**config.mk**
```make
export PLATFORM = sky130hd
export DESIGN_NAME = dcb_bank
export DESIGN_NICKNAME = d
export VERILOG_FILES = /design/src/rtl/dcb_pkg.sv /design/src/rtl/dcb_decode.sv /design/src/rtl/dcb_channel.sv /design/src/rtl/dcb_rdmux.sv /design/src/rtl/dcb_bank.sv
export SDC_FILE = /design/constraint.sdc
export NUM_CORES = 1
export LEC_CHECK = 0
export CAP_MARGIN = 10
export CORE_ASPECT_RATIO = 1.25
export CORE_MARGIN = 2
export CORE_UTILIZATION = 60
export CTS_CLUSTER_DIAMETER = 100
export CTS_CLUSTER_SIZE = 30
export DETAILED_ROUTE_END_ITERATION = 12
export DONT_BUFFER_PORTS = 1
export PLACE_DENSITY = 0.76
export SLEW_MARGIN = 20
export SYNTH_ARGS = -nofsm -noshare
export SYNTH_HDL_FRONTEND = slang
export SYNTH_SLANG_ARGS = --single-unit
```
**constraint.sdc**
```tcl
create_clock -name clk_i -period 4.7 [get_ports clk_i]
set_input_delay 0.235 -clock clk_i [delete_from_list [all_inputs] [get_ports clk_i]]
set_output_delay 0.235 -clock clk_i [all_outputs]
set_load 0.01 [all_outputs]
```
**src/rtl/dcb_pkg.sv**
```systemverilog
package dcb_pkg;
    localparam int DATA_W = 8;
    localparam int CNT_W  = 2 * DATA_W;
    localparam int ADDR_W = 7;

    typedef enum logic [2:0] {
        CMD_NONE,
        CMD_RLD_LO,
        CMD_RLD_HI,
        CMD_GO,
        CMD_CAPTURE
    } cmd_e;

    typedef enum logic {
        CH_IDLE,
        CH_RUN
    } ch_state_e;
endpackage

```
**src/rtl/dcb_decode.sv**
```systemverilog
module dcb_decode
    import dcb_pkg::*;
#(
    parameter int NUM_CH = 4,
    parameter int AW     = ADDR_W
) (
    input  logic              wr_en_i,
    input  logic [AW-1:0]     addr_i,
    output cmd_e              cmd_o [NUM_CH],
    output logic [NUM_CH-1:0] rd_sel_o,
    output logic              rd_hi_o
);
    localparam int IDX_W = AW - 5;

    logic [IDX_W-1:0] idx;
    logic [3:0]       off;
    logic             win;
    cmd_e             op;

    always_comb begin
        idx = addr_i[AW-2:4];
        off = addr_i[3:0];
        win = addr_i[AW-1] && (int'(idx) < NUM_CH);
        unique case (off)
            4'h0:    op = CMD_RLD_LO;
            4'h4:    op = CMD_RLD_HI;
            4'h8:    op = CMD_GO;
            4'hC:    op = CMD_CAPTURE;
            default: op = CMD_NONE;
        endcase
        rd_hi_o = (off == 4'h4);
    end

    for (genvar g = 0; g < NUM_CH; g++) begin : g_ch
        always_comb begin
            cmd_o[g]    = (wr_en_i && win && idx == IDX_W'(g)) ? op : CMD_NONE;
            rd_sel_o[g] = win && idx == IDX_W'(g) && (off == 4'h0 || off == 4'h4);
        end
    end
endmodule

```
**src/rtl/dcb_channel.sv**
```systemverilog
module dcb_channel
    import dcb_pkg::*;
#(
    parameter int CW = CNT_W,
    parameter int DW = DATA_W
) (
    input  logic          clk_i,
    input  logic          rst_ni,
    input  logic          tick_i,
    input  cmd_e          cmd_i,
    input  logic [DW-1:0] wdata_i,
    output logic [CW-1:0] snap_o,
    output logic          event_o
);
    logic [CW-1:0] rld_q, rld_d, cnt_q, cnt_d, snap_q, snap_d;
    logic          evt_q, evt_d;
    ch_state_e     state;

    always_comb begin
        state = (cnt_q == '0 && rld_q == '0) ? CH_IDLE : CH_RUN;
    end

    always_comb begin
        rld_d  = rld_q;
        cnt_d  = cnt_q;
        snap_d = snap_q;
        evt_d  = 1'b0;
        case (cmd_i)
            CMD_RLD_LO:  rld_d[DW-1:0]  = wdata_i;
            CMD_RLD_HI:  rld_d[CW-1:DW] = wdata_i;
            CMD_GO:      cnt_d = rld_q;
            CMD_CAPTURE: snap_d = cnt_q;
            default:     ;
        endcase
        if (tick_i && cmd_i != CMD_GO) begin
            unique case (state)
                CH_RUN: begin
                    if (cnt_q == CW'(1)) begin
                        cnt_d = rld_q;
                        evt_d = 1'b1;
                    end else begin
                        cnt_d = cnt_q - CW'(1);
                    end
                end
                CH_IDLE: ;
            endcase
        end
    end

    always_ff @(posedge clk_i) begin
        if (!rst_ni) begin
            rld_q  <= '0;
            cnt_q  <= '0;
            snap_q <= '0;
            evt_q  <= 1'b0;
        end else begin
            rld_q  <= rld_d;
            cnt_q  <= cnt_d;
            snap_q <= snap_d;
            evt_q  <= evt_d;
        end
    end

    assign snap_o  = snap_q;
    assign event_o = evt_q;

    assert_go_loads_R4: assert property (@(posedge clk_i) disable iff (!rst_ni)
        cmd_i == CMD_GO |=> cnt_q == $past(rld_q));
    assert_go_wins_R9: assert property (@(posedge clk_i) disable iff (!rst_ni)
        (cmd_i == CMD_GO && tick_i) |=> !evt_q);
    assert_capture_copy_R5: assert property (@(posedge clk_i) disable iff (!rst_ni)
        cmd_i == CMD_CAPTURE |=> snap_q == $past(cnt_q));
    assert_step_down_R6: assert property (@(posedge clk_i) disable iff (!rst_ni)
        (tick_i && cmd_i != CMD_GO && cnt_q > CW'(1)) |=> cnt_q == $past(cnt_q) - CW'(1));
    assert_hold_no_tick_R6: assert property (@(posedge clk_i) disable iff (!rst_ni)
        (!tick_i && cmd_i != CMD_GO) |=> $stable(cnt_q));
    assert_event_cause_R7: assert property (@(posedge clk_i) disable iff (!rst_ni)
        evt_q |-> ($past(tick_i) && $past(cnt_q) == CW'(1) && cnt_q == $past(rld_q)));
    assert_idle_quiet_R8: assert property (@(posedge clk_i) disable iff (!rst_ni)
        (cnt_q == '0 && rld_q == '0) |=> (cnt_q == '0 && !evt_q));
endmodule

```
**src/rtl/dcb_rdmux.sv**
```systemverilog
module dcb_rdmux
    import dcb_pkg::*;
#(
    parameter int NUM_CH = 4,
    parameter int CW     = CNT_W,
    parameter int DW     = DATA_W
) (
    input  logic [NUM_CH-1:0][CW-1:0] snap_i,
    input  logic [NUM_CH-1:0]         rd_sel_i,
    input  logic                      rd_hi_i,
    output logic [DW-1:0]             rdata_o
);
    always_comb begin
        rdata_o = '0;
        for (int c = 0; c < NUM_CH; c++) begin
            if (rd_sel_i[c]) begin
                rdata_o = rdata_o | (rd_hi_i ? snap_i[c][CW-1:DW] : snap_i[c][DW-1:0]);
            end
        end
    end
endmodule

```
**src/rtl/dcb_bank.sv**
```systemverilog
module dcb_bank
    import dcb_pkg::*;
#(
    parameter int NUM_CH = 4
) (
    input  logic              clk_i,
    input  logic              rst_ni,
    input  logic              tick_i,
    input  logic              wr_en_i,
    input  logic [ADDR_W-1:0] addr_i,
    input  logic [DATA_W-1:0] wdata_i,
    output logic [DATA_W-1:0] rdata_o,
    output logic [NUM_CH-1:0] event_o
);
    cmd_e                        cmd [NUM_CH];
    logic [NUM_CH-1:0]           rd_sel;
    logic                        rd_hi;
    logic [NUM_CH-1:0][CNT_W-1:0] snap;
    logic [NUM_CH-1:0]           cmd_act;

    dcb_decode #(.NUM_CH(NUM_CH), .AW(ADDR_W)) u_decode (
        .wr_en_i (wr_en_i),
        .addr_i  (addr_i),
        .cmd_o   (cmd),
        .rd_sel_o(rd_sel),
        .rd_hi_o (rd_hi)
    );

    for (genvar g = 0; g < NUM_CH; g++) begin : g_chan
        assign cmd_act[g] = (cmd[g] != CMD_NONE);
        dcb_channel #(.CW(CNT_W), .DW(DATA_W)) u_chan (
            .clk_i  (clk_i),
            .rst_ni (rst_ni),
            .tick_i (tick_i),
            .cmd_i  (cmd[g]),
            .wdata_i(wdata_i),
            .snap_o (snap[g]),
            .event_o(event_o[g])
        );
    end

    dcb_rdmux #(.NUM_CH(NUM_CH), .CW(CNT_W), .DW(DATA_W)) u_rdmux (
        .snap_i  (snap),
        .rd_sel_i(rd_sel),
        .rd_hi_i (rd_hi),
        .rdata_o (rdata_o)
    );

    assert_one_target_R10: assert property (@(posedge clk_i) disable iff (!rst_ni)
        $onehot0(cmd_act));
    assert_no_cmd_idle_bus_R12: assert property (@(posedge clk_i) disable iff (!rst_ni)
        !wr_en_i |-> cmd_act == '0);
endmodule

```
==> results.md, run 1 <==
* Final setup viols at 0
* WS Path Type: register to register
* Clock buffer depth at 2
* Status: finished, final reports clean
* Vias in the first global route at roughly 9000
* Pre-Repair DR Iteration Count at 7
* Clk_lat worst skew at about 0.45 ns
* Setup Fix Bufs, Post-CTS at 0
* Die height at around 150 um
* Starting Density at roughly three fifths
* Crit Reg-Reg Startpoint: g_chan[3].u_chan.cnt_q[0]
* Crit Path Max Fanout at 14
* Setup_tns at 0 ns
* CTS tree: built
* Storage element area at 3920 um^2
* Fraction of layout cells with a size suffix above 1 at 4.32%
* Critical Path RT at between 5 and 6 ns
* R2R depth at 8
* Core Area at 16700 um^2
* Num rows at between 50 and 60
* Detailed placement HPWL at 19.3 mm
* Routability congestion estimate at about 0.93
* Layout area overhead at 6.36%
* DRT antenna net count at 0
* Worst min path class: primary input to register
* Die Wd at 121 um
* Tcrit/Tclk final at about 62%
* Final min period at approximately 2.9 ns
* Final hold vios at 0
* First-pass GRT wire length at 47.4 mm
* Seq cells post-synth at ~200
* Grt total ovfl at 0
* Max Cap Viol at 0
* H-tree lvl count at 4
* Pwr dens at between 500 and 600 nW/um^2
* Max-slew violations at 0
* Num CTS Buffers at 17
* Detailed-route via count at slightly below 10000
* Total wire length at ~30 mm
* Area of the multi-input gates at around 5800 um^2
* Critical R2R Capture: g_chan[3].u_chan.cnt_q[13]
* Port Buffers at 0
* Relative slew slack at 27.8%
* Clk root buf: clkbuf_16
* Core Util, Final at between 60 and 70%
* Net count after synthesis at 1406
* Clock transition at the registers of the reported paths at ~0.070 ns
* Crit path from: g_chan[3].u_chan.cnt_q[0]
* GR Util All Layers at between 30% and 40%
* 1st-iter DRT viols at 982
* Top_reg_cell synth: dfxtp_1
* Worst path arrival time at around 3.3 ns
* Async set-reset flop share out of synthesis at 0%
* Die Area at 18000 um^2
* CP endpoint: g_chan[3].u_chan.cnt_q[13]
* Leakage power at 0.00366 uW
* Worst slew pin tran at roughly 1.1 ns
* CTS Sinks at between 150 and 200
* Clock Skew at about 0.0067 ns
* Flop2flop setup slack at between 1.5 and 2 ns
* Post-synth EDFFs at 0
* # fillers at 1546
* Post-Syn Area per Cell at about 7.4 um^2
* Critical Path End Type: register
* Distinct cells, synth at 70
* Maximum vdd drop at between 300 and 400 uV
* # DRC at 0
* Largest net degree at the start of global routing at 95
* Post-DR vias/cell at 6.46
* Seq/Total Area, Yosys at around two fifths
* Synth warn at 0
* WL/cell at just under 20 um
* Nets at about 1300
* Ports at 31
* Unrepaired setup endpoints after global routing: false
* Syn Inst Count at about 1400
* Mapped Area at between 10000 and 15000 um^2
* Fmax at around 340 MHz
* Initial antenna violation count at 0
* CP startpoint kind: register
worst min-delay path by stage:
stage | from | to | slack (ns) | cells past startpoint
6_report | tick_i | g_chan[0].u_chan.event_o | 0.02 | 2
3_3_place_gp | wdata_i[7] | g_chan[3].u_chan.rld_q[15] | 0.37 | 2
2_1_floorplan | rst_ni | g_chan[0].u_chan.event_o | 0.41 | 2
5_1_grt | rst_ni | g_chan[0].u_chan.event_o | 0.007 | 2
4_1_cts | rst_ni | g_chan[0].u_chan.event_o | 0.01 | 2
3_5_place_dp | wdata_i[0] | g_chan[3].u_chan.rld_q[8] | 0.38 | 2
area by class of cell:
class | instances | share of cell area (%)
Clock inverter | 11 | 1.62
Tap cell | 220 | 2.54
Multi-Input combinational cell | 1061 | 53.5
Sequential cell | 196 | 36.2
Timing Repair Buffer | 17 | 1.55
Clock buffer | 20 | 4.12
Inverter | 13 | 0.473
Antenna cell | 1 | 0.0231
routing by layer:
metal / part of all wire (%) / GRT usage (%)
met5: 0 / 0
met4: 4.4 / 14.8
met3: 8.6 / 7.24
met2: 47 / 54.5
met1: 40 / 41.8
state kept, by name (all words and copies together), names as in the netlist:
| register | flops |
|---|---|
| g_chan.u_chan.event_o | 4 |
| g_chan.u_chan.rld_q | 64 |
| g_chan.u_chan.cnt_q | 64 |
| g_chan.u_chan.snap_o | 64 |
logic make-up after synthesis:
kind of cell	share of synthesized area, %
buffers and inverters	4.89
xor gates and xnor gates	3.53
DFF	38.5
and+or+nand+nor	28.0
AOI/OAI and AO/OA	21.0
adders and majority gates	0.983
muxes	3.06
placed cells by master, fill, tap and decap left out, types with 6 or more instances in the layout:
master         instances
a211oi_1              17
nand4_1               16
o211a_1                6
dlygate4sd3_1          8
nor2_1                75
clkbuf_16             17
a31oi_1               12
xnor2_1               25
and3_1                14
or4_1                 18
xor2_1                16
inv_1                 12
dfxtp_1              196
nor3_1                39
buf_4                  7
nor3b_1                8
o211ai_1              27
nand2_1              320
mux2i_1               30
nand3_1               55
a21oi_1              197
ha_1                   8
nor4b_1                7
or3_1                  6
nor4_1                25
o21ai_0               64
worst max-delay path, cell delays in order (launching register included):
cell	delay, ns
dfxtp_1	0.37
inv_1	0.11
ha_1	0.24
nor4b_1	0.25
nand4_1	0.13
or4_1	0.50
o21ai_1	0.82
a2111oi_0	0.18
a211oi_1	0.25
per-stage QoR:
stage	setup slack, ns	power [uW]	instances	area [um^2]	hold slack, ns
floorplan	2.40	4100	1379	10200	0.415
finish	1.77	6120	1539	10800	0.0172
CTS	1.80	6070	1537	10800	0.00998
global placement	1.89	4430	1497	10100	0.374
detailed placement	1.80	4480	1497	10100	0.379
global route	1.56	6500	1538	10800	0.00736
timing repair:
item                      in CTS  in global routing
hold endpoints to repair     110                  0
hold buffers                   9                  0
gates resized for setup        0                  0
cells in the mapped netlist, types with 3 or more instances:
| cell | instances | area, um^2 |
|---|---|---|
| buf_2 | 11 | 55.1 |
| a221oi_1 | 3 | 26.3 |
| nor4b_1 | 7 | 61.3 |
| inv_1 | 12 | 45.0 |
| and3_1 | 14 | 87.6 |
| or3_1 | 6 | 37.5 |
| nor4_1 | 26 | 163 |
| buf_4 | 5 | 37.5 |
| a211oi_1 | 17 | 128 |
| o21a_1 | 3 | 22.5 |
| nand4_1 | 16 | 100 |
| nand2_1 | 320 | 1200 |
| xor2_1 | 16 | 140 |
| ha_1 | 8 | 100 |
| nor3_1 | 40 | 200 |
| o31a_1 | 4 | 35.0 |
| nor2_1 | 76 | 285 |
| o21ai_0 | 64 | 320 |
| nand3b_1 | 5 | 37.5 |
| xnor2_1 | 25 | 219 |
| o211a_1 | 6 | 60.1 |
| o22ai_1 | 4 | 25.0 |
| or4_1 | 18 | 135 |
| clkbuf_1 | 91 | 342 |
| dfxtp_1 | 196 | 3920 |
| a2111oi_0 | 3 | 26.3 |
| and2_1 | 3 | 18.8 |
| nand2b_1 | 3 | 18.8 |
| nor3b_1 | 8 | 60.1 |
| a31oi_1 | 12 | 75.1 |
| o31ai_1 | 5 | 37.5 |
| o211ai_1 | 27 | 203 |
| a21oi_1 | 197 | 986 |
| mux2i_1 | 30 | 300 |
| nand3_1 | 55 | 275 |
power by group:
part	leakage [uW]	total, uW	switching (uW)	internal (uW)
Clock	0.000297	1560	656	906
Sequential	0.00159	2170	324	1850
Combinational	0.00177	2390	1340	1050
Total	0.00366	6120	2320	3800
Power figures use the tool's default switching activity.
==> inputs of run 2 (changes only) <==
ABC_AREA = 1   (was unset)
CORE_UTILIZATION = 58   (was 60)
clock period = 2.4 ns   (was 4.7 ns; I/O delays follow)
==> results.md, run 2 <==
* Detailed placement HPWL at 20.7 mm (was 19.3 mm)
* Setup slack after placement at 0.396 ns (was 1.80 ns)
* Clock buffer depth at 2 (unchanged)
* Num CTS Buffers at 17 (unchanged)
* GR Util All Layers at 31.7% (was 33.2%)
* Die Area at 19500 um^2 (was 18000 um^2)
* Top_reg_cell synth: dfxtp_1 (unchanged)
* Fraction of layout cells with a size suffix above 1 at 6.20% (was 4.32%)
* Worst min path class: primary input to register (unchanged)
* Final min period at 2.21 ns (was 2.93 ns)
* Seq cells post-synth at 196 (unchanged)
* DRT antenna net count at 0 (unchanged)
* Pwr dens at 733 nW/um^2 (was 565 nW/um^2)
* Clock Skew at 0.0166 ns (was 0.00666 ns)
* Final hold vios at 0 (unchanged)
* Unrepaired setup endpoints after global routing: false (unchanged)
* Final setup viols at 0 (unchanged)
* Fmax at 452 MHz (was 342 MHz)
* Layout area overhead at 9.14% (was 6.36%)
* Total wire length at 30.9 mm (was 29.6 mm)
* Max Cap Viol at 0 (unchanged)
* Initial antenna violation count at 1 (was 0)
* Status: finished, final reports clean (unchanged)
* Grt total ovfl at 0 (unchanged)
* CTS tree: built (unchanged)
* Max-slew violations at 0 (unchanged)
* Worst slew pin tran at 0.756 ns (was 1.08 ns)
* Net count after synthesis at 1714 (was 1406)
* Commonest non-fill, non-tap cell in the layout: nor2_1 (was nand2_1)
* Port Buffers at 0 (unchanged)
* Num rows at 55 (was 53)
* Starting Density at 59.1% (was 61.0%)
* Mapped Area at 10700 um^2 (was 10200 um^2)
* CP startpoint kind: register (unchanged)
* WS Path Type: register to register (unchanged)
* CTS Sinks at 196 (unchanged)
* Distinct cells, synth at 35 (was 70)
* Setup_tns at 0 ns (unchanged)
* Critical Path RT at 2.73 ns (was 5.07 ns)
* Relative slew slack at 49.4% (was 27.8%)
* Async set-reset flop share out of synthesis at 0% (unchanged)
* Die height at 156 um (was 150 um)
* WL/cell at 16.1 um (was 19.2 um)
* Detailed-route via count at 10800 (was 9942)
* First-pass GRT wire length at 49.7 mm (was 47.4 mm)
* Ranking of synthesized cells by area: dfxtp_1, nor2_1, nand2_1, o21ai_0, a21oi_1 (was dfxtp_1, nand2_1, a21oi_1, clkbuf_1, o21ai_0)
* Storage element area at 3920 um^2 (unchanged)
* Clk_lat worst skew at 0.44 ns (was 0.45 ns)
* Core Area at 18100 um^2 (was 16700 um^2)
* Critical Path End Type: register (unchanged)
* Leakage power at 0.00521 uW (was 0.00366 uW)
* Post-DR vias/cell at 5.62 (was 6.46)
* Largest net degree at the start of global routing at 163 (was 95)
* H-tree lvl count at 4 (unchanged)
* # DRC at 0 (unchanged)
* Maximum vdd drop at 475 uV (was 307 uV)
* Crit Path Max Fanout at 10 (was 14)
* Vias in the first global route at 9629 (was 8926)
* Seq/Total Area, Yosys at 36.7% (was 38.5%)
* Tcrit/Tclk final at 92.2% (was 62.3%)
* Worst path arrival time at 2.54 ns (was 3.29 ns)
* Synth top area share at 36.7% (was 38.5%)
* Post-synth EDFFs at 0 (unchanged)
* Clk root buf: clkbuf_16 (unchanged)
* Synth area leader: dfxtp_1 (unchanged)
* Post-layout worst setup margin at 0.188 ns (was 1.77 ns)
* Clock transition at the registers of the reported paths at 0.08 ns (was 0.07 ns)
* Area of the multi-input gates at 5820 um^2 (was 5790 um^2)
* Final Power at 8560 uW (was 6120 uW)
* Die Wd at 125 um (was 121 um)
* Post-Syn Area per Cell at 6.34 um^2 (was 7.39 um^2)
* Synth top cells by count: nor2_1, nand2_1, o21ai_0 (was nand2_1, a21oi_1, dfxtp_1)
* 1st-iter DRT viols at 903 (was 982)
* Pre-Repair DR Iteration Count at 5 (was 7)
* Synth warn at 0 (unchanged)
* Routability congestion estimate at 0.973 (was 0.926)
* Nets at 1707 (was 1333)
* Most frequent cells in the layout: nor2_1, nand2_1, o21ai_0 (was nand2_1, a21oi_1, dfxtp_1)
* # fillers at 1738 (was 1546)
* Ports at 31 (unchanged)
* Most frequent cell after synthesis: nor2_1 (was nand2_1)
* Syn Inst Count at 1687 (was 1379)
run 2: cell count changes in the layout (fill, tap and decap cells not counted), sizes merged, moves of 27 or more:
| cell | change |
|---|---|
| nand3 | +39 |
| nor4 | -27 |
| mux2i | -30 |
| a21oi | -72 |
| o21ai | +188 |
| nor2 | +274 |
| inv | +143 |
run 2: cells by family after synthesis:
| kind of cell | Yosys count | synth area share [%] |
|---|---|---|
| DFF | 196 | 36.7 |
| AOI/OAI and AO/OA | 391 | 18.7 |
| buffers and inverters | 232 | 9.07 |
| and+or+nand+nor | 836 | 32.6 |
| adders and majority gates | 8 | 0.936 |
| xor gates and xnor gates | 24 | 1.97 |
run 2: stage by stage:
stage                     util [%]  std cells  hold slack (ns)  instance area [um^2]
after CTS                     64.3       1920           0.0299                 11600
after global routing          64.4       1921           0.0345                 11700
after global placement        59.5       1862            0.255                 10800
after floorplan                  -       1687            0.255                 10700
after detailed placement      59.5       1862            0.260                 10800
final                         64.5       1922           0.0434                 11700
run 2: routing by layer:
| layer | part of all wire (%) | global-route usage (%) | up-vias |
|---|---|---|---|
| met2 | 45 | 50.2 | 404 |
| met4 | 3.8 | 13.7 | 0 |
| li1 | - | - | 5444 |
| met3 | 6.7 | 4.97 | 67 |
| met1 | 44 | 42.9 | 4883 |
| met5 | 0 | 0 | - |
run 2: final cells by class:
type	count	area share, %
Antenna cell	1	0.0215
Clock buffer	17	3.65
Clock inverter	15	1.36
Inverter	154	4.97
Multi-Input combinational cell	1259	49.9
Sequential cell	196	33.6
Tap cell	228	2.45
Timing Repair Buffer	52	4.05
run 2: worst max-delay path, cell delays in order, from the launching register on:
cell and delay (ns):
dfxtp_1 0.33, inv_1 0.16, ha_1 0.23, nand2_1 0.13
nor2_4 0.21, nand4_4 0.18, nand2_8 0.15, nand2_1 0.06
nand2_1 0.06, dlygate4sd3_1 0.55, a21oi_1 0.04
run 2: final timing paths:
kind,start,end,slack [ns],cells after the start
min,tick_i,g_chan[0].u_chan.cnt_q[8],0.04,4
min reg2reg,g_chan[2].u_chan.rld_q[4],g_chan[2].u_chan.rld_q[4],0.49,2
max,g_chan[3].u_chan.cnt_q[0],g_chan[3].u_chan.cnt_q[9],0.19,10
max reg2reg,g_chan[3].u_chan.cnt_q[0],g_chan[3].u_chan.cnt_q[9],0.19,10
run 2: repair_timing:
item                                    4_1_cts  5_1_grt
endpoints found under the setup margin        0        5
endpoints found under the hold margin       182        0
setup buffers                                 0        1
hold buffers                                 26        0
gates resized for setup                       0        3
run 2: power by group:
part | internal (uW) | switching (uW) | leakage (uW)
logic | 725 | 1360 | 0.00334
registers | 3420 | 169 | 0.00159
clock network | 1480 | 1400 | 0.000286
total | 5630 | 2920 | 0.00521
==> inputs of run 3 (changes only) <==
CORE_UTILIZATION = 60   (was 58)
clock period = 2.6 ns   (was 2.4 ns; I/O delays follow)
==> results.md, run 3 (synthesized netlist as in run 2, its figures left out) <==
* Worst slew pin tran at 0.835 ns (was 0.756 ns)
* GR Util met3 at 5.11% (was 4.97%)
* Detailed-route via count at 10700 (was 10800)
* Pre-Repair DR Iteration Count at 6 (was 5)
* Initial antenna violation count at 1 (unchanged)
* Largest net degree at the start of global routing at 178 (was 163)
* Die Area at 18900 um^2 (was 19500 um^2)
* Final hold vios at 0 (unchanged)
* Most used routing layer in global routing: met2 (unchanged)
* CP endpoint: g_chan[1].u_chan.cnt_q[1] (was g_chan[3].u_chan.cnt_q[9])
* Unrepaired setup endpoints after global routing: false (unchanged)
* # DRC at 0 (unchanged)
* Max Cap Viol at 0 (unchanged)
* Setup_tns at 0 ns (unchanged)
* Pwr dens at 684 nW/um^2 (was 733 nW/um^2)
* Core Area at 17400 um^2 (was 18100 um^2)
* Vias in the first global route at 9701 (was 9629)
* Detailed placement HPWL at 20.9 mm (was 20.7 mm)
* Post-DR vias/cell at 5.66 (was 5.62)
* Worst min path class: primary input to register (unchanged)
* Final instance area at 11400 um^2 (was 11700 um^2)
* Status: finished, final reports clean (unchanged)
* Maximum vdd drop at 532 uV (was 475 uV)
* Cell Chain, Critical Path: inv_1 > ha_1 > inv_1 > nor2_1 > nand2_1 > nor2_2 > nand4_2 > nand2_2 > inv_2 > nand2_1 > nand2_1 > nor2_1 (was inv_1 > ha_1 > nand2_1 > nor2_4 > nand4_4 > nand2_8 > nand2_1 > nand2_1 > dlygate4sd3_1 > a21oi_1)
* Num rows at 54 (was 55)
* CTS tree: built (unchanged)
* Crit Reg-Reg Startpoint: g_chan[1].u_chan.cnt_q[0] (was g_chan[3].u_chan.cnt_q[0])
* H-tree lvl count at 4 (unchanged)
* Hold buffer count at cts at 10 (was 26)
* Fraction of layout cells with a size suffix above 1 at 5.63% (was 6.20%)
* Nets at 1685 (was 1707)
* CTS resizes at 0 (unchanged)
* Final Power at 7800 uW (was 8560 uW)
* Total wire length at 30.4 mm (was 30.9 mm)
* Num CTS Buffers at 17 (unchanged)
* Max-slew violations at 0 (unchanged)
* Final min period at 2.29 ns (was 2.21 ns)
* Die Wd at 123 um (was 125 um)
* First-pass GRT wire length at 48.8 mm (was 49.7 mm)
* Final setup viols at 0 (unchanged)
* Clock transition at the registers of the reported paths at 0.07 ns (was 0.08 ns)
* Fmax at 437 MHz (was 452 MHz)
* Met1 usage at 41.9% (was 42.9%)
* Leakage power at 0.00512 uW (was 0.00521 uW)
* GR Util All Layers at 32.7% (was 31.7%)
* Clk_lat worst skew at 0.44 ns (about the same)
* Critical R2R Capture: g_chan[1].u_chan.cnt_q[1] (was g_chan[3].u_chan.cnt_q[9])
* DRT antenna net count at 0 (unchanged)
* Critical Path End Type: register (unchanged)
* # fillers at 1621 (was 1738)
* Setup slack after placement at 0.383 ns (was 0.396 ns)
* Clock Skew at 0.0109 ns (was 0.0166 ns)
* Crit path from: g_chan[1].u_chan.cnt_q[0] (was g_chan[3].u_chan.cnt_q[0])
* Tcrit/Tclk final at 88.1% (was 92.2%)
* 1st-iter DRT viols at 999 (was 903)
* Most frequent cells in the layout: nor2_1, nand2_1, o21ai_0 (unchanged)
* CTS Sinks at 196 (unchanged)
* CP startpoint kind: register (unchanged)
* Flop2flop setup slack at 0.31 ns (was 0.19 ns)
* Port Buffers at 0 (unchanged)
* Starting Density at 61.3% (was 59.1%)
* Routability congestion estimate at 0.977 (was 0.973)
* Relative slew slack at 44.0% (was 49.4%)
* Critical path's slowest cell: nand2_2 (was dlygate4sd3_1)
* Crit Path Max Fanout at 20 (was 10)
* WS Path Type: register to register (unchanged)
* Clock buffer depth at 2 (unchanged)
* Commonest non-fill, non-tap cell in the layout: nor2_1 (unchanged)
* Critical Path RT at 2.98 ns (was 2.73 ns)
* R2R depth at 12 (was 10)
* WL/cell at 16.1 um (about the same)
* DP Area at 10700 um^2 (was 10800 um^2)
* Die height at 153 um (was 156 um)
* GR Util met2 at 54.4% (was 50.2%)
* Core Util, Final at 65.4% (was 64.5%)
* Setup Fix Bufs, Post-CTS at 0 (unchanged)
* Top cell by count, worst path: nand2_1 (unchanged)
* Layout area overhead at 6.72% (was 9.14%)
* Crit path largest cell delay at 0.43 ns (was 0.55 ns)
* Ports at 31 (unchanged)
* Clk root buf: clkbuf_16 (unchanged)
* Worst path arrival time at 2.66 ns (was 2.54 ns)
* Post-layout worst setup margin at 0.310 ns (was 0.188 ns)
* Grt total ovfl at 0 (unchanged)
run 3: power breakdown:
group / internal [uW] / switching, uW
clock network: 1430 / 1170
registers: 3160 / 155
logic: 642 / 1240
total: 5230 / 2560
run 3: layout make-up:
| type | count | area, um^2 | share of cell area (%) |
|---|---|---|---|
| multi-input combinational | 1259 | 5800 | 50.8 |
| tap | 224 | 280 | 2.46 |
| inverter | 154 | 579 | 5.08 |
| clock buffer | 21 | 450 | 3.95 |
| antenna | 1 | 2.50 | 0.0219 |
| timing repair buffer | 30 | 268 | 2.35 |
| sequential | 196 | 3920 | 34.4 |
| clock inverter | 9 | 108 | 0.943 |
run 3: routing by layer:
metal	up-vias	wire length [um]
li1	5401	-
met3	60	2110
met5	-	0
met4	0	1030
met2	386	14500
met1	4880	12700
run 3: worst min-delay path by stage:
stage	from	endpoint	slack [ns]	cells past startpoint
global placement	rst_ni	g_chan[2].u_chan.cnt_q[11]	0.27	2
CTS	tick_i	g_chan[0].u_chan.cnt_q[4]	0.01	3
finish	tick_i	g_chan[0].u_chan.cnt_q[3]	0.02	3
global route	tick_i	g_chan[0].u_chan.cnt_q[4]	0.03	3
floorplan	wdata_i[2]	g_chan[3].u_chan.rld_q[10]	0.26	2
detailed placement	rst_ni	g_chan[2].u_chan.cnt_q[11]	0.27	2
run 3: worst max-delay path: cells and delay by family, from the launching register on:
kind                     cells  cell delay (ns)
flip-flops                   1             0.34
adder cells (fa/ha/maj)      1             0.17
buffers and inverters        3             0.27
AND/OR/NAND/NOR              8             1.43
run 3: metrics by stage:
| step | hold WS, ns | instances |
|---|---|---|
| floorplan | 0.265 | 1687 |
| finish | 0.0188 | 1894 |
| detailed placement | 0.266 | 1853 |
| CTS | 0.00954 | 1893 |
| global route | 0.0301 | 1893 |
| global placement | 0.268 | 1853 |
